==> config.mk <==
export PLATFORM = sky130hd
export DESIGN_NAME = ileave_pick
export DESIGN_NICKNAME = d
export VERILOG_FILES = /design/src/rtl/ileave_pick_pkg.sv /design/src/rtl/ileave_pick_ctrl.sv /design/src/rtl/ileave_pick_dp.sv /design/src/rtl/ileave_pick.sv
export SDC_FILE = /design/constraint.sdc
export NUM_CORES = 1
export LEC_CHECK = 0
export ABC_AREA = 1
export BUFFER_PORTS_ARGS = -buffer_cell sky130_fd_sc_hd__buf_2
export CORE_MARGIN = 3
export CORE_UTILIZATION = 53
export DETAILED_ROUTE_END_ITERATION = 10
export PLACE_DENSITY = 0.87
export SLEW_MARGIN = 0
export SYNTH_ARGS = -nofsm -noshare
export SYNTH_HDL_FRONTEND = slang
export SYNTH_HIERARCHICAL = 1
export SYNTH_SLANG_ARGS = --single-unit
==> constraint.sdc <==
create_clock -name clk -period 3.2 [get_ports clk]
set_input_delay 0.64 -clock clk [delete_from_list [all_inputs] [get_ports clk]]
set_output_delay 0.64 -clock clk [all_outputs]
set_load 0.05 [all_outputs]
==> src/rtl/ileave_pick_pkg.sv <==
package ileave_pick_pkg;

  localparam int SIG_LEN = 13;

  typedef struct packed {
    logic load;   // restart: latch config, clear state
    logic take;   // a byte is accepted from the input
    logic pass;   // the accepted byte belongs to the selected image
  } strobe_t;

  function automatic logic [7:0] sigByte(input logic [3:0] idx);
    logic [7:0] v;
    case (idx)
      4'd0, 4'd10, 4'd11: v = 8'h00;
      4'd1:               v = 8'h09;
      4'd2, 4'd4, 4'd6, 4'd8: v = 8'h0F;
      4'd3, 4'd5, 4'd7, 4'd9: v = 8'hF0;
      4'd12:              v = 8'h01;
      default:            v = 8'h00;
    endcase
    return v;
  endfunction

endpackage

==> src/rtl/ileave_pick_ctrl.sv <==
module ileave_pick_ctrl
  import ileave_pick_pkg::*;
#(
  parameter int CHUNK_LEN = 288,
  parameter int IDX_W     = 4
) (
  input  logic             clk,
  input  logic             rst_n,
  input  logic             restart,
  input  logic [IDX_W-1:0] cfgCount,
  input  logic [IDX_W-1:0] cfgSelect,
  input  logic             inValid,
  input  logic             outValid,
  input  logic             outReady,
  output logic             inReady,
  output logic             cfgError,
  output strobe_t          stb
);

  localparam int POS_W = (CHUNK_LEN > 1) ? $clog2(CHUNK_LEN) : 1;
  localparam logic [POS_W-1:0] POS_LAST = POS_W'(CHUNK_LEN - 1);

  logic             armed;
  logic             errReg;
  logic [IDX_W-1:0] cntReg;
  logic [IDX_W-1:0] selReg;
  logic [POS_W-1:0] chunkPos;
  logic [IDX_W-1:0] imgIdx;

  logic [IDX_W:0] imgNum;
  logic           lastImg;
  logic           selNow;
  logic           take;

  assign imgNum  = {1'b0, imgIdx} + (IDX_W+1)'(1);
  assign lastImg = imgNum >= {1'b0, cntReg};
  assign selNow  = armed && !errReg && (imgNum == {1'b0, selReg});

  assign inReady  = armed && !restart && (!selNow || !outValid || outReady);
  assign take     = inValid && inReady;
  assign cfgError = errReg;

  assign stb.load = restart;
  assign stb.take = take;
  assign stb.pass = take && selNow;

  always_ff @(posedge clk or negedge rst_n) begin
    if (!rst_n) begin
      armed    <= 1'b0;
      errReg   <= 1'b0;
      cntReg   <= '0;
      selReg   <= '0;
      chunkPos <= '0;
      imgIdx   <= '0;
    end else if (restart) begin
      armed    <= 1'b1;
      cntReg   <= cfgCount;
      selReg   <= cfgSelect;
      errReg   <= (cfgSelect == '0) || (cfgSelect > cfgCount);
      chunkPos <= '0;
      imgIdx   <= '0;
    end else if (take) begin
      if (chunkPos == POS_LAST) begin
        chunkPos <= '0;
        imgIdx   <= lastImg ? '0 : imgIdx + IDX_W'(1);
      end else begin
        chunkPos <= chunkPos + POS_W'(1);
      end
    end
  end

endmodule

==> src/rtl/ileave_pick_dp.sv <==
module ileave_pick_dp
  import ileave_pick_pkg::*;
(
  input  logic       clk,
  input  logic       rst_n,
  input  strobe_t    stb,
  input  logic [7:0] inData,
  input  logic       outReady,
  output logic       outValid,
  output logic [7:0] outData,
  output logic       headerOk,
  output logic       headerBad
);

  logic [3:0] hdrCnt;
  logic       badSeen;
  logic       miss;
  logic       hdrOpen;
  logic       hdrLast;

  assign hdrOpen = hdrCnt < 4'(SIG_LEN);
  assign hdrLast = hdrCnt == 4'(SIG_LEN - 1);
  assign miss    = inData != sigByte(hdrCnt);

  always_ff @(posedge clk or negedge rst_n) begin
    if (!rst_n) begin
      outValid <= 1'b0;
      outData  <= '0;
    end else if (stb.load) begin
      outValid <= 1'b0;
      outData  <= '0;
    end else if (stb.pass) begin
      outValid <= 1'b1;
      outData  <= inData;
    end else if (outReady) begin
      outValid <= 1'b0;
    end
  end

  always_ff @(posedge clk or negedge rst_n) begin
    if (!rst_n) begin
      hdrCnt    <= '0;
      badSeen   <= 1'b0;
      headerOk  <= 1'b0;
      headerBad <= 1'b0;
    end else if (stb.load) begin
      hdrCnt    <= '0;
      badSeen   <= 1'b0;
      headerOk  <= 1'b0;
      headerBad <= 1'b0;
    end else if (stb.pass && hdrOpen) begin
      hdrCnt  <= hdrCnt + 4'd1;
      badSeen <= badSeen | miss;
      if (hdrLast) begin
        headerOk  <= !(badSeen || miss);
        headerBad <= badSeen || miss;
      end
    end
  end

endmodule

==> src/rtl/ileave_pick.sv <==
module ileave_pick
  import ileave_pick_pkg::*;
#(
  parameter int CHUNK_LEN = 288,
  parameter int IDX_W     = 4
) (
  input  logic             clk,
  input  logic             rst_n,
  input  logic             restart,
  input  logic [IDX_W-1:0] cfgCount,
  input  logic [IDX_W-1:0] cfgSelect,
  input  logic             inValid,
  input  logic [7:0]       inData,
  output logic             inReady,
  output logic             outValid,
  output logic [7:0]       outData,
  input  logic             outReady,
  output logic             headerOk,
  output logic             headerBad,
  output logic             cfgError
);

  strobe_t stb;

  ileave_pick_ctrl #(
    .CHUNK_LEN(CHUNK_LEN),
    .IDX_W    (IDX_W)
  ) u_ctrl (
    .clk      (clk),
    .rst_n    (rst_n),
    .restart  (restart),
    .cfgCount (cfgCount),
    .cfgSelect(cfgSelect),
    .inValid  (inValid),
    .outValid (outValid),
    .outReady (outReady),
    .inReady  (inReady),
    .cfgError (cfgError),
    .stb      (stb)
  );

  ileave_pick_dp u_dp (
    .clk      (clk),
    .rst_n    (rst_n),
    .stb      (stb),
    .inData   (inData),
    .outReady (outReady),
    .outValid (outValid),
    .outData  (outData),
    .headerOk (headerOk),
    .headerBad(headerBad)
  );

endmodule

==> Word level (Yosys, flattened, before mapping) <==
Memory sizes are Yosys's and may differ from the RTL's.
Cells that the tools add are included.
{ "op_classes": {"add_sub_neg": 4, "magnitude_cmp": 3, "eq_ne": 4, "mux": 22, "n_bitwise": 1, "reduce_logical": 25} }
{ "op_table": {"columns": ["op", "count"], "rows": [
  ["9-bit 2-to-1 mux", 3],
  ["4-bit 2-to-1 mux", 6],
  ["8-bit 2-to-1 mux", 2],
  ["1-bit 2-to-1 mux", 11],
  ["2-bit nonzero test", 5],
  ["9-bit by 1-bit adder with 9-bit output (second input constant)", 1],
  ["9-bit equality test (second input constant)", 1],
  ["4-bit by 1-bit adder with 4-bit output (second input constant)", 2],
  ["8-bit != test", 1],
  ["1-bit logical AND", 7],
  ["4-bit by 1-bit adder with 5-bit output (second input constant)", 1],
  ["5-bit by 4-bit equality test with 1-bit output", 1],
  ["5-bit by 4-bit >= comparator with 1-bit output", 1],
  ["1-bit zero test", 5],
  ["4-bit equality test (second input constant)", 1],
  ["4-bit > comparator", 1],
  ["4-bit zero test", 1],
  ["1-bit logical OR", 4],
  ["4-bit < comparator (second input constant)", 1],
  ["2-bit AND reduction", 2],
  ["3-bit nonzero test", 1],
  ["1-bit bitwise OR", 1]
]} }
{ "totals": {"reg_bits": 39, "romBits": 128, "in_bits": 21, "wordCells": 72, "memories": 1} }
{ "memory_table": {"columns": ["memory", "depth", "width", "rd", "rd_ports_with_merged_regs", "write_ports", "line_no", "rtl"], "rows": [
  ["(name not given)", 16, 8, 1, 0, 0, "ileave_pick_pkg.sv:13", "case (idx)"]
]} }

==> Longest topological paths before layout <==
Gate-level depths: netlist of run 1.
{ "logic_depth": {"ltp_word": 12, "ltp_mapped": 20, "ltp_nobuf": 20} }

==> Hierarchy <==
Netlist of run 1, hierarchy kept.
{ "modules_own_cells": {"columns": ["mod", "n_inst", "cells_per_inst", "area_each_um2"], "rows": [
  ["ileave_pick_ctrl", 1, 200, 1506.4],
  ["ileave_pick_dp", 1, 122, 915.9]
]} }

==> Worst setup path after synthesis of run 1 <==
OpenSTA, ideal clock, no wires.
{ "synth_timing": {"path_kind": "flip-flop to flip-flop", "from": "reg u_ctrl.imgIdx[0]", "to": "reg u_dp.headerOk", "arrival_ns": 2.199, "t_required_ns": 3.134, "slack_ns": 0.935, "stages_incl_launch_ff": 21, "synth_period_minus_slack_ns": 2.265, "path_cell_list": "dfrtp_1 ha_1 inv_1 nand2_1 nand2_1 nor2_1 nand2_1 nor2_2 nand3_2 nand3_4 inv_1 nand3_1 inv_1 inv_2 nor2_2 inv_1 nor2_2 inv_1 nor3_2 nand4_1 nand2_1"} }
{ "synth_rtl": {"columns": ["item", "line_no", "rtl"], "rows": [
  ["start, declared", "ileave_pick_ctrl.sv:28", "logic [IDX_W-1:0] imgIdx;"],
  ["start signal, assigned", "ileave_pick_ctrl.sv:65", "imgIdx <= lastImg ? '0 : imgIdx + IDX_W'(1);"],
  ["end signal, assigned", "ileave_pick_dp.sv:55", "headerOk <= !(badSeen || miss);"],
  ["end, declared", "ileave_pick_dp.sv:11", "output logic headerOk,"]
]} }

==> Final worst setup path of run 1 <==
{ "layout_timing": {"from": "reg u_ctrl.imgIdx[0]", "to": "out inReady"} }
{ "layout_between": {"elab_chain_len": 7} }
{ "layout_lines": {"columns": ["item", "line_no", "rtl"], "rows": [
  ["4-bit by 1-bit adder with 5-bit output", "ileave_pick_ctrl.sv:35", "assign imgNum = {1'b0, imgIdx} + (IDX_W+1)'(1);"],
  ["5-bit by 4-bit equality test with 1-bit output", "ileave_pick_ctrl.sv:37", "assign selNow = armed && !errReg && (imgNum == {1'b0, selReg});"],
  ["1-bit logical AND", "ileave_pick_ctrl.sv:37", null],
  ["1-bit zero test", "ileave_pick_ctrl.sv:39", "assign inReady = armed && !restart && (!selNow || !outValid || outReady);"],
  ["1-bit logical OR (2 in a row)", "ileave_pick_ctrl.sv:39", null],
  ["1-bit logical AND", "ileave_pick_ctrl.sv:39", null],
  ["end, declared", "ileave_pick.sv:14", "output logic inReady,"]
]} }
No other way between the ends.

==> results of run 1 <==
## routing by layer
layer	global-route usage	routed length (microns)	vias up
met2	0.3425	2369	66
met5	0	0	-
met3	0.04104	403	6
met4	0.07445	55	0
met1	0.2931	2287	991
li1	-	-	1093
## flip-flops by register name, summed over array words and instances, names as in the netlist
signal	flops
u_ctrl/selReg	4
u_dp/headerBad	1
u_dp/headerOk	1
u_ctrl/imgIdx	4
u_ctrl/armed	1
u_ctrl/cfgError	1
u_dp/badSeen	1
u_ctrl/cntReg	4
u_dp/outData	8
u_dp/hdrCnt	4
u_ctrl/chunkPos	9
u_dp/outValid	1
## metrics by stage
step	area [sq um]	setup slack (ps)
2_1_floorplan	2415	957.2
3_3_place_gp	2614	777.4
3_5_place_dp	2614	628.5
4_1_cts	2695	541.4
5_1_grt	2695	299.5
6_report	2695	541.4
## cells in the final DEF (no fill, tap or decap), drive strengths merged, types with 6 or more instances in the layout
master and count:
nand3 29, nand4 6, o21ai 32, ha 15, clkbuf 7, dfrtp 39, nand2 91, nor2 32
buf 34, inv 55
## power breakdown
part | switching, mW | internal [mW]
registers | 0.0234 | 0.516
clock network | 0.162 | 0.153
logic | 0.132 | 0.0682
## worst max path at each step
stage,end
2_1_floorplan,u_dp/headerOk
3_3_place_gp,u_dp/headerOk
3_5_place_dp,u_dp/headerOk
4_1_cts,inReady
5_1_grt,u_dp/headerOk
6_report,inReady
## area by class of cell
class	count	area, sq um	area share
Multi-Input combinational cell	223	1196	0.4438
Sequential cell	39	975.9	0.3621
Inverter	55	206.4	0.07660
Timing Repair Buffer	34	172.7	0.06407
Clock buffer	7	76.32	0.02832
Tap cell	50	62.56	0.02321
Clock inverter	1	5.005	0.001857
==> metrics.txt, run 1 <==
clk slew on worst S/H paths=80 ps; first drt pass iteration count=4; Max Slew Vio Count=0; final hold viol count=0; vias in the first global route=2089; initial DRC count=129; Yosys warnings=6; Synth Instances=321; Post-Synthesis Mean Instance Area=7.523 sq um; Worst Path Max Fanout=8; PostCTS Resize Cnt=0; Port Buffers=33; drt via density=5.271; status=finished clean; WHS=456.9 ps; Critical Path Max Stage Delay=470 ps; final core utilization=0.6415; # setup viols final=0; Via Count=2156; R2R cell count=20; CP cell instances=ha_1 > inv_1 > nand2_1 > nand2_1 > nor2_1 > nand2_1 > nor2_2 > nand3_2 > nand2_1 > inv_1 > buf_2; Post-DRT Antenna Nets=0; diode count=0; H-Tree Depth=2; Syn Std Cell Area=0.002415 sq mm; hold-fix buffers at CTS=0; initial antenna violation count=0; Highest Clock Rate=376.1 MHz; core area=0.004202 sq mm; power density over cell area=391.2 mW/mm^2; Max VDD drop=0.0003138 V; CP Launch Type=flop; Clock Latency Late Sink=290 ps; Worst Path Buf+Inv=3; clock tree buffer depth=2; worst path arrival time=2020 ps; # fillers=349; clock skew=11.05 ps; clock buffer count from CTS=5; Sink Count=39; Area Growth Syn to Fin=11.61%; RSZ-0062 raised after global routing=false; Tot GR Track Use=0.2154; CP Class=reg -> out; Root Driver=clkbuf_8; Crit. Startpoint=u_ctrl/imgIdx[0]; Final Total Pwr=1.054 mW; Worst Path Required=2560 ps; postcts setup bufs=0; routed len/inst=12.51 microns; RR Startpoint=u_ctrl/imgIdx[0]; Residual DRC=0; Hold Crit Class=in -> async; first-pass GRT wire length=9066 microns; flop2flop setup slack=590 ps; Worst slew margin=0.4298; Die Width=73.50 microns; slowest cell on the critical path=dfrtp_1; global placement routability congestion=0.8976; Layout Cells excl Fill=409; fin crit share=0.8308; Final min period=2659 ps; Critical Path Sink Type=primary output; routed wire length=5115 microns; Worst Tran Pin Value=855.2 ps; CTS tree=done; fraction of layout cells with a size suffix above 1=0.1783; Initial Utilization=0.5747; Top Ports=34; Critical R2R Capture=u_dp/headerOk; Final TNS setup=0 ps; Nets=394; Die H=73.50 microns; dpl cells=401; leakage power=1.470 nW; full die area=0.005402 sq mm; row cnt=23; critical path depth in cells=11; Post-DP HPWL=3903 microns; Top cell by count, worst path=nand2_1; global route total overflow=0; pin count of the biggest net entering global routing=40; cell family with most CP delay=simple AND/OR/NAND/NOR gates; syn_nets=357; max cap viols=0
Note: power is estimated with default switching activity, not from simulation.
==> run 2: changes to the inputs <==
ABC_AREA = 0   (was 1)
CORE_UTILIZATION = 52   (was 53)
PLACE_DENSITY = 0.88   (was 0.87)
clock period = 2.1 ns   (was 3.2 ns; I/O delays follow)
==> run 2 against run 1 <==
- the flow now finishes with violations (negative setup slack)
- area after synthesis is 5.3% higher
- sequential share of layout area fell by 7.1 points
- wire length rose by 44%
- combinational power rose to 3.0 times the previous value
- count of clock-buffer cells in the layout decreased by 1
- clock power increased by 110%
- critical path depth unchanged
- critical endpoint is now u_dp/headerOk
- worst hold slack got worse by 300 ps
- sequential cell count unchanged
- setup slack lost 1200 ps
- non-clock buffer count rose by 37
==> metrics.txt, run 2 <==
Final TNS setup=-9052 ps; row cnt=24; Critical Path Sink Type=flop; full die area=0.005765 sq mm; CP Class=reg -> reg; Hold Crit Class=in -> async; Final min period=2710 ps; Die H=75.93 microns; Reg with most FFs=u_ctrl/chunkPos; leakage power=1.506 nW; Placement Setup Slack=-329.7 ps; Nets=362; Worst slew margin=0.5662; Sink Count=39; routed len/inst=18.85 microns; clock buffer count from CTS=5; RSZ-0062 raised after global routing=true; global placement routability congestion=0.8059; Top Ports=34; R2R cell count=11; Synth Instances=260; Highest Clock Rate=369.0 MHz; Max Slew Vio Count=0; Root Driver=clkbuf_8; initial antenna violation count=0; Worst Path Max Fanout=3; CTS tree=done; first drt pass iteration count=5; WHS=151.9 ps; most frequent cells in the layout=dfrtp_1, buf_2, buf_4; Port Buffers=33; Clock Latency Late Sink=310 ps; final core utilization=0.7414; Via Count=2416; final hold viol count=0; initial DRC count=268; registers with the most flip-flops=u_ctrl/chunkPos: 9 flops, u_dp/outData: 8 flops; CP Launch Type=flop; pin count of the biggest net entering global routing=58; core area=0.004534 sq mm; commonest non-fill, non-tap cell in the layout=dfrtp_1; Tot GR Track Use=0.2330; Post-DRT Antenna Nets=0; clock skew=8.085 ps; first-pass GRT wire length=10810 microns; fraction of layout cells with a size suffix above 1=0.3731; syn_nets=296; worst path arrival time=2910 ps; max cap viols=0; clk slew on worst S/H paths=80 ps; fin crit share=1.291; violated checks=negative setup slack; Final WS setup=-610.1 ps; routed wire length=7391 microns; global route total overflow=0; Residual DRC=0; Syn Std Cell Area=0.002542 sq mm; vias in the first global route=2211; Post-Synthesis Mean Instance Area=9.779 sq um; drt via density=6.163; H-Tree Depth=2; Post-DP HPWL=4332 microns; Die Width=75.93 microns; Worst Tran Pin Value=645.7 ps; power density over cell area=624.4 mW/mm^2; status=complete, but fails checks; Yosys warnings=6; Max VDD drop=0.0004813 V; Worst Path Required=2300 ps; # setup viols final=26; Initial Utilization=0.5607; Area Growth Syn to Fin=32.23%; diode count=0; hold-fix buffers at CTS=0; clock tree buffer depth=2; Largest register FFs=9
run 2: cell type report:
cell class,count,area [sq um]
Fill cell,278,1172
Tap cell,65,81.33
Timing Repair Buffer,71,511.7
Clock inverter,2,35.03
Multi-Input combinational cell,197,1629
Sequential cell,39,977.2
Inverter,12,45.04
Clock buffer,6,82.58
run 2: stage by stage:
step / cell area [sq um] / std cells / power [mW]
finish: 3362 / 392 / 2.099
global route: 3362 / 392 / 2.178
CTS: 3256 / 388 / 1.946
detailed placement: 2977 / 373 / 1.226
global placement: 2977 / 373 / 1.204
floorplan: 2575 / 260 / 1.077
run 2: worst paths after layout:
path,startpoint,to,slack (ps)
max,u_ctrl/imgIdx[1],u_dp/headerOk,-610
min,rst_n,u_ctrl/cntReg[2],150
max reg2reg,u_ctrl/imgIdx[1],u_dp/headerOk,-610
min reg2reg,u_dp/outData[2],u_dp/outData[2],520
max in group asynchronous,rst_n,u_ctrl/imgIdx[0],1560
min in group clk,cfgCount[2],u_ctrl/cntReg[2],370
run 2: timing repair:
item                                   in CTS  in global routing
setup buffers                               6                  8
pin swaps                                  11                 13
gates cloned                                1                  0
endpoints found under the hold margin       0                  0
setup endpoints to repair                  24                 27
gates resized for setup                    20                 16
run 2: per-layer routing:
| layer | vias to the layer above | track usage | wire length, microns | share of wire |
|---|---|---|---|---|
| met5 | - | 0 | 0 | 0 |
| met4 | 0 | 0.09783 | 278 | 0.038 |
| met3 | 30 | 0.05806 | 599 | 0.081 |
| met2 | 170 | 0.3910 | 3555 | 0.48 |
| met1 | 1158 | 0.2860 | 2957 | 0.40 |
| li1 | 1058 | - | - | - |
run 2: report_power, final:
part / total (mW) / switching, mW / internal, mW / leakage, nW
sequential: 0.819 / 0.0342 / 0.784 / 0.516
clock: 0.672 / 0.287 / 0.385 / 0.0612
combinational: 0.609 / 0.305 / 0.304 / 0.930
total: 2.10 / 0.626 / 1.47 / 1.51
run 2: critical path, stage by stage (launching register included):
cell and delay (ps):
dfrtp_1 420, ha_4 280, xor2_4 160, nor4b_4 330, o211ai_1 230, buf_4 190, nor4_2 130, buf_4 160
o21a_4 120, nand4_1 120, or2_4 270, o41ai_2 200
==> run 3: changes to the inputs <==
CORE_UTILIZATION = 51   (was 52)
PLACE_DENSITY = 0.87   (was 0.88)
SETUP_SLACK_MARGIN = 0.15   (was unset)
SYNTH_HIERARCHICAL = unset   (was 1)
TNS_END_PERCENT = 10   (was unset)
==> run 3 against run 2 <==
- the run still ends with negative setup slack left
- register-to-register slack better by 490 ps
- worst hold slack worse by 89 ps
- synthesized cell count down 6.9%
- non-clock buffer count down 13
- core utilization down 3.1 points
- sequential cell count unchanged
- combinational power down 64%
==> metrics.txt, run 3 <==
Final Cell Area=0.002984 sq mm; clock tree buffer depth=2; Largest register FFs=9; row cnt=23; CP Class=reg -> out; diode count=0; Synth Instances=242; Worst slew margin=0.6825; status=complete, but fails checks; power density over cell area=516.7 mW/mm^2; Clock Latency Late Sink=310 ps; first drt pass iteration count=4; registers with the most flip-flops=u_ctrl.chunkPos: 9 flops, u_dp.outData: 8 flops; H-Tree Depth=2; Area contributors post-synth=dfrtp_1, ha_1, o21ai_0, xnor2_1, inv_1; Post-Synthesis Mean Instance Area=9.606 sq um; RSZ-0062 raised after global routing=true; # setup viols final=9; Sink Count=39; Residual DRC=0; pin count of the biggest net entering global routing=24; full die area=0.005404 sq mm; routed len/inst=17.07 microns; R2R cell count=11; commonest non-fill, non-tap cell in the layout=dfrtp_1; CP Launch Type=flop; drt via density=5.940; Critical Path Sink Type=primary output; initial DRC count=167; Via Count=2073; clk slew on worst S/H paths=80 ps; Max VDD drop=0.0004168 V; ys async rst share=1.000; Synth top area share=0.4198; violated checks=negative setup slack; top cell type by total area after synthesis=dfrtp_1; most common cell in the synthesized netlist=dfrtp_1; number of synthesized register bits=39; Initial Utilization=0.5533; routed wire length=5957 microns; most frequent cells in the layout=dfrtp_1, buf_2, buf_4; Final WS setup=-196.0 ps; Port Buffers=33; syn_nets=278; number of flops mapped to enable cells by yosys=0; clock buffer count from CTS=5; worst path arrival time=1880 ps; Die H=73.52 microns; Area Growth Syn to Fin=28.36%; leakage power=1.423 nW; initial antenna violation count=0; fraction of layout cells with a size suffix above 1=0.3478; CTS tree=done; Highest Clock Rate=435.5 MHz; global route total overflow=0; hold-fix buffers at CTS=0; core area=0.004202 sq mm; Worst Path Max Fanout=2; Placement Cell Area=0.002711 sq mm; Nets=334; Hold Crit Class=in -> async; global placement routability congestion=0.8575; final core utilization=0.7102; Tot GR Track Use=0.2321; Top Ports=34; first-pass GRT wire length=9556 microns; Post-DRT Antenna Nets=0; Register Area=978.4 sq um; Yosys warnings=0; Root Driver=clkbuf_8; fin crit share=1.093; Die Width=73.52 microns; Syn Std Cell Area=0.002325 sq mm; Most used DFF post-synth=dfrtp_1; top post-synthesis cells by count=dfrtp_1, inv_1, nor2_1, o21ai_0, ha_1; Worst Path Required=1680 ps; final hold viol count=0; vias in the first global route=2030; Final Total Pwr=1.542 mW; Worst Tran Pin Value=476.2 ps; Netlist cell types=51; sequential share of the synthesized area=0.4198; Post-DP HPWL=3955 microns; Final min period=2296 ps; Max Slew Vio Count=0; Reg with most FFs=u_ctrl.chunkPos; # fillers=273; clock skew=5.165 ps; multi-input logic area=0.001388 sq mm; max cap viols=0
==> run 3: final timing paths <==
| path | from | slack (ps) | end |
|---|---|---|---|
| min reg2reg | u_dp.outData[6] | 520 | u_dp.outData[6] |
| min in group clk | cfgCount[3] | 340 | u_ctrl.cntReg[3] |
| min | rst_n | 60 | u_ctrl.chunkPos[7] |
| max | u_ctrl.imgIdx[1] | -200 | inReady |
| max in group asynchronous | rst_n | 1550 | u_ctrl.imgIdx[0] |
| max reg2reg | u_ctrl.imgIdx[1] | -120 | u_ctrl.imgIdx[3] |
==> run 3: final cells by class <==
type                       instances  area share
sequential                        39      0.3279
clock inverter                     3    0.008386
inverter                          20     0.02516
clock buffer                       5     0.02306
tap                               50     0.02096
multi-input combinational        174      0.4650
timing repair buffer              58      0.1296
==> run 3: timing repair <==
action	in CTS	in global routing
pin swaps	18	6
gates resized for setup	22	14
endpoints found under the setup margin	27	27
setup buffers	3	0
==> run 3: worst max-delay path: stages (launching register included) <==
cell and delay [ps]:
dfrtp_1 410, buf_4 140, nand3_1 130, buf_4 180, xnor2_1 220, and4_4 290
nor3b_4 50, buf_6 160
==> run 3: cells by family after synthesis <==
| group | share of synthesized area |
|---|---|
| buffers and inverters | 0.05113 |
| flip-flops | 0.4198 |
| adder cells (fa/ha/maj) | 0.08073 |
| multiplexers | 0.05059 |
| AO/OA/AOI/OAI | 0.1082 |
| AND/OR/NAND/NOR | 0.2336 |
| XOR/XNOR | 0.05598 |
==> run 3: where the power goes <==
part,internal [mW],switching [mW],total (mW)
Combinational,0.0923,0.128,0.220
Clock,0.237,0.295,0.532
Sequential,0.772,0.0173,0.790
Total,1.10,0.440,1.54
==> run 3: stage by stage <==
stage / cells / setup slack, ps / setup TNS (ps) / hold slack, ps
4_1_cts: 349 / -158.4 / -240.8 / 69.34
5_1_grt: 349 / -248.0 / -1511 / 83.18
3_3_place_gp: 338 / -45.81 / -45.81 / 394.8
2_1_floorplan: 242 / -35.14 / -57.57 / 124.4
3_5_place_dp: 338 / -119.1 / -1149 / 403.7
6_report: 349 / -196.0 / -541.3 / 63.20
==> run 3: metal layers <==
metal / vias to the layer above / part of all wire / global-route usage
met3: 20 / 0.053 / 0.05882
met2: 77 / 0.49 / 0.3848
li1: 952 / - / -
met1: 1024 / 0.42 / 0.2846
met4: 0 / 0.028 / 0.1006
met5: - / 0 / 0
